$ cat config.mk
export PLATFORM = sky130hd
export DESIGN_NAME = tdmsc_link
export DESIGN_NICKNAME = d
export VERILOG_FILES = /design/src/rtl/tdmsc_pos_ctr.sv /design/src/rtl/tdmsc_link.sv
export SDC_FILE = /design/constraint.sdc
export NUM_CORES = 1
export LEC_CHECK = 0
export ABC_AREA = 1
export BUFFER_PORTS_ARGS = -buffer_cell sky130_fd_sc_hd__buf_4
export CORE_MARGIN = 3
export CORE_UTILIZATION = 53
export DETAILED_ROUTE_END_ITERATION = 7
export GPL_ROUTABILITY_DRIVEN = 0
export PLACE_DENSITY = 0.8
export SKIP_CTS_REPAIR_TIMING = 1
export SLEW_MARGIN = 10
export SYNTH_ARGS = -nofsm -noshare
export SYNTH_HDL_FRONTEND = slang
export SYNTH_SLANG_ARGS = --single-unit
export TNS_END_PERCENT = 10
$ cat constraint.sdc
create_clock -name clk -period 2.2 [get_ports clk]
set_clock_uncertainty 0.15 [all_clocks]
set_input_delay 0.44 -clock clk [delete_from_list [all_inputs] [get_ports clk]]
set_output_delay 0.44 -clock clk [all_outputs]
set_load 0.05 [all_outputs]
$ cat src/rtl/tdmsc_pos_ctr.sv
module tdmsc_pos_ctr #(
   parameter int BIT_W = 9,
   parameter int FRM_W = 5
) (
   input  logic             clk,
   input  logic             rst_n,
   input  logic [BIT_W-1:0] flen_i,
   input  logic [FRM_W-1:0] slen_i,
   input  logic             load_i,
   input  logic             load_frm_i,
   output logic [BIT_W-1:0] bit_o,
   output logic [FRM_W-1:0] frm_o
);

   logic [BIT_W-1:0] bit_q, bit_d;
   logic [FRM_W-1:0] frm_q, frm_d;
   logic             bit_last, frm_last;

   assign bit_last = (bit_q >= flen_i - BIT_W'(1));
   assign frm_last = (frm_q >= slen_i - FRM_W'(1));

   always_comb begin
      bit_d = bit_q;
      frm_d = frm_q;
      if (load_i) begin
         bit_d = BIT_W'(1);
         if (load_frm_i) frm_d = '0;
      end else if (bit_last) begin
         bit_d = '0;
         frm_d = frm_last ? '0 : frm_q + FRM_W'(1);
      end else begin
         bit_d = bit_q + BIT_W'(1);
      end
   end

   always_ff @(posedge clk or negedge rst_n) begin
      if (!rst_n) begin
         bit_q <= '0;
         frm_q <= '0;
      end else begin
         bit_q <= bit_d;
         frm_q <= frm_d;
      end
   end

   assign bit_o = bit_q;
   assign frm_o = frm_q;


   bit_wrap_chk: assert property (@(posedge clk) disable iff (!rst_n)
      (!load_i && bit_q == flen_i - BIT_W'(1)) |=> (bit_q == '0));


   load_bit_chk: assert property (@(posedge clk) disable iff (!rst_n)
      load_i |=> (bit_q == BIT_W'(1)));


   frm_wrap_chk: assert property (@(posedge clk) disable iff (!rst_n)
      (!load_i && bit_q == flen_i - BIT_W'(1) && frm_q == slen_i - FRM_W'(1))
      |=> (frm_q == '0));


   frm_hold_chk: assert property (@(posedge clk) disable iff (!rst_n)
      (!load_i && bit_q < flen_i - BIT_W'(1)) |=> $stable(frm_q));

endmodule

$ cat src/rtl/tdmsc_link.sv
module tdmsc_link #(
   parameter int BIT_W = 9,
   parameter int FRM_W = 5
) (
   input  logic             clk,
   input  logic             rst_n,
   input  logic             sync_i,
   input  logic             clr_i,
   input  logic             cfg_chg_i,
   input  logic             sf_mode_i,
   input  logic [BIT_W-1:0] flen_i,
   input  logic [FRM_W-1:0] slen_i,
   output logic             err_o,
   output logic [BIT_W-1:0] bit_o,
   output logic [FRM_W-1:0] frm_o
);

   logic sync_q, armed_q, err_q;
   logic strobe, armed_now, at_bound, misplaced;
   logic [BIT_W-1:0] bit_pos;
   logic [FRM_W-1:0] frm_pos;

   assign strobe    = sync_i & ~sync_q;
   assign armed_now = armed_q & ~cfg_chg_i;
   assign at_bound  = (bit_pos == '0) && (!sf_mode_i || frm_pos == '0);
   assign misplaced = strobe & armed_now & ~at_bound;

   always_ff @(posedge clk or negedge rst_n) begin
      if (!rst_n) begin
         sync_q  <= 1'b0;
         armed_q <= 1'b0;
         err_q   <= 1'b0;
      end else begin
         sync_q  <= sync_i;
         armed_q <= strobe | armed_now;
         err_q   <= (err_q & ~clr_i) | misplaced;
      end
   end

   tdmsc_pos_ctr #(
      .BIT_W (BIT_W),
      .FRM_W (FRM_W)
   ) u_pos (
      .clk        (clk),
      .rst_n      (rst_n),
      .flen_i     (flen_i),
      .slen_i     (slen_i),
      .load_i     (strobe),
      .load_frm_i (sf_mode_i),
      .bit_o      (bit_pos),
      .frm_o      (frm_pos)
   );

   assign err_o = err_q;
   assign bit_o = bit_pos;
   assign frm_o = frm_pos;


   err_sticky_chk: assert property (@(posedge clk) disable iff (!rst_n)
      (err_q && !clr_i) |=> err_q);


   err_clr_chk: assert property (@(posedge clk) disable iff (!rst_n)
      (clr_i && !sync_i) |=> !err_q);


   held_sync_chk: assert property (@(posedge clk) disable iff (!rst_n)
      (sync_i && sync_q && !clr_i) |=> (err_q == $past(err_q)));


   first_strobe_chk: assert property (@(posedge clk) disable iff (!rst_n)
      (!armed_q && !clr_i) |=> (err_q == $past(err_q)));


   sf_realign_chk: assert property (@(posedge clk) disable iff (!rst_n)
      (strobe && sf_mode_i) |=> (frm_pos == '0));

endmodule

==> out/qor.txt <==
Status = complete, but fails checks
Violated checks = setup timing
Die Ht = 57.2 um
Met1 Usage GRT = 28.4%
Max FO, Critical Path = 5
Worst-path clk slew = 110 ps
Worst Min Path Start = sync_i
Worst reg2reg setup slack = 420 ps
Most frequent CP cell = nand2_2
Iter 0 DRT Violations = 60
Syn. warnings = 0
Pwr Total = 0.00109 W
First-pass GRT wire length = 5440 um
Ant. Diodes = 0
WP data required = 2290 ps
P&R area growth vs syn = 33.9%
CP startpoint kind = input pin
R2R depth = 10
Largest net degree at the start of global routing = 18
Antenna violations before repair = 0
Fin crit share = 104%
Vias = 1378
Hold-critical path endpoint = sync_q$_DFF_PN0_
Final worst slack = -96.4 ps
Number of top-level pins = 35
Cells after Synth = 177
Post-Syn Area = 1390 um2
GRT overflow = 0
Row cnt = 17
Dpl hpwl = 2560 um
I/O Buffers = 34
Slew margin rel. = 82.0%
Syn_area_per_cell = 7.85 um2
Largest area contributor in the netlist = dfrtp_1
Peak supply drop = 0.000584 V
Die Wd = 57.2 um
Drt drc = 0
Worst EP arrival = 2380 ps
DRT Pass-1 Iters = 5
WHS Path Cells = 1
Starting density of the core = 59.4%
Clk Latency, worst-skew pair = 300 ps
Register area share after synthesis = 30.6%
Leakage power total = 1.02 nW
RSZ-0062 raised after global routing = true
Post-synthesis cell type count = 21
Worst Setup End Kind = flop
CTS tree = yes
CP cell instances = buf_8 > inv_4 > ha_4 > inv_2 > nor3_4 > nand2_2 > nor3_2 > xnor2_1 > ha_1 > a21oi_2 > o21a_2 > nand3_4 > nand2_4 > nand2_2 > nand2_1
Peak Freq = 435 MHz
Critical path class = input pin to flop
Critical Path Max Stage Delay = 330 ps
Reg2reg start = u_pos.bit_o[2]$_DFF_PN0_
Global routing's busiest layer = met2
M3 GR Usage = 4.30%
Die area = 3270 um2
Yosys top cell area share = 30.6%
CTS Buf Count = 3
CTS root buf = clkbuf_4
Core area = 2340 um2
H-Tree Depth = 1
Power per cell area = 587 nW/um2
M2 GR Usage = 33.1%
Crit path time final = 2300 ps
Max_cap viols = 0
Post-route setup TNS = -701 ps
Max clock buf depth = 2
Vias per std cell = 5.38
Final Hold Vio Count = 0
Top cells by area, synth = dfrtp_1, ha_1, nand2_1
Slowest-stage cell, CP = ha_1
Total Nets Final = 269
Hold Worst Slack = 97.6 ps
# clock sinks = 17
Vias in the first global route = 1294
Worst slew pin tran = 269 ps
Layout cells sized above 1 = 29.8%
Post-DR wirelength/cell = 13.9 um
Final setup fails = 13
Max Transition Viols Final = 0
Final ANT Viol Nets = 0
Min-delay worst type = input pin to flop
Global Route Usage Sum = 20.6%
R2R Path End = u_pos.frm_o[4]$_DFFE_PN0P_
Synth Register Bits = 17
Routed wire length = 3560 um
Synth Net Count = 217
logic make-up after synthesis:
kind of cell | after synthesis | share of synthesized area, %
simple gates | 84 | 28.6
flops | 17 | 30.6
xor+xnor | 18 | 11.4
buf+inv | 29 | 7.84
compound gates | 9 | 3.60
fa+ha+maj | 20 | 18.0
layout make-up:
type | count | area (um2)
Clock buffer | 3 | 22.5
Clock inverter | 1 | 7.51
Sequential cell | 17 | 425
Fill cell | 162 | 480
Inverter | 29 | 114
Multi-Input combinational cell | 132 | 896
Tap cell | 28 | 35.0
Timing Repair Buffer | 46 | 359
critical path: cells and delay by family:
| kind | cells | cell delay, ps |
|---|---|---|
| adders and majority gates | 2 | 470 |
| buffers and inverters | 3 | 200 |
| xor gates and xnor gates | 1 | 110 |
| AOI/OAI and AO/OA | 2 | 330 |
| and+or+nand+nor | 7 | 830 |
synthesized netlist by cell type:
library cell / number
inv_1: 28
nand2_1: 36
nand4_1: 8
xor2_1: 9
nand3_1: 8
nand2_4: 1
nand2_2: 1
ha_1: 20
nor3_2: 2
o21ai_0: 2
a31oi_1: 1
inv_2: 1
nor2_1: 18
dfrtp_1: 17
nor2_2: 3
o22ai_1: 1
xnor2_1: 9
nand3_4: 1
a21oi_1: 4
nor3_1: 6
o21a_1: 1
report_power, final:
group / internal (W) / leakage, nW / switching (W)
registers: 0.000349 / 0.227 / 0.0000504
logic: 0.000196 / 0.775 / 0.000321
clock network: 0.0000692 / 0.0139 / 0.000106
per-layer routing:
layer  wire length [um]  part of all wire [%]
met3                203                   5.7
met5                  0                     0
met2               1730                    49
met1               1570                    44
met4                 63                   1.8
stage by stage:
stage / utilization [%] / setup slack, ps / std cells / cell area [um2]
global placement: 74.0 / -390 / 246 / 1730
finish: 79.5 / -96.4 / 256 / 1860
CTS: 75.3 / -171 / 250 / 1760
detailed placement: 74.0 / -492 / 246 / 1730
global route: 79.5 / -233 / 256 / 1860
floorplan: - / -173 / 177 / 1390
flip-flops by register name, summed over array words and instances (netlist names):
name	flops
u_pos.bit_o	9
err_o	1
armed_q	1
sync_q	1
u_pos.frm_o	5
cells in the final DEF, fill, tap and decap left out:
cell type / netlist / final
a21oi_1: 4 / 3
a21oi_2: 0 / 1
a31oi_1: 1 / 1
buf_4: 0 / 43
buf_6: 0 / 1
buf_8: 0 / 1
clkbuf_4: 0 / 3
clkinvlp_4: 0 / 1
dfrtp_1: 17 / 17
dlygate4sd3_1: 0 / 1
ha_1: 20 / 19
ha_4: 0 / 1
inv_1: 28 / 25
inv_2: 1 / 2
inv_4: 0 / 2
nand2_1: 36 / 33
nand2_2: 1 / 4
nand2_4: 1 / 1
nand3_1: 8 / 8
nand3_2: 0 / 1
nand3_4: 1 / 1
nand4_1: 8 / 8
nor2_1: 18 / 18
nor2_2: 3 / 3
nor3_1: 6 / 6
nor3_2: 2 / 1
nor3_4: 0 / 1
o21a_2: 0 / 1
o21ai_0: 2 / 2
o22ai_1: 1 / 1
xnor2_1: 9 / 9
xor2_1: 9 / 9
worst max-delay path by stage:
stage | from | endpoint | slack (ps) | cells past startpoint
2_1_floorplan | flen_i[0] | u_pos.frm_o[2]$_DFFE_PN0P_ | -170 | 14
3_3_place_gp | flen_i[0] | u_pos.frm_o[4]$_DFFE_PN0P_ | -390 | 14
3_5_place_dp | flen_i[0] | u_pos.bit_o[0]$_DFF_PN0_ | -490 | 13
4_1_cts | flen_i[0] | u_pos.bit_o[0]$_DFF_PN0_ | -170 | 13
5_1_grt | flen_i[1] | u_pos.frm_o[4]$_DFFE_PN0P_ | -230 | 15
6_report | flen_i[1] | u_pos.frm_o[4]$_DFFE_PN0P_ | -100 | 15
Power figures use the tool's default switching activity.
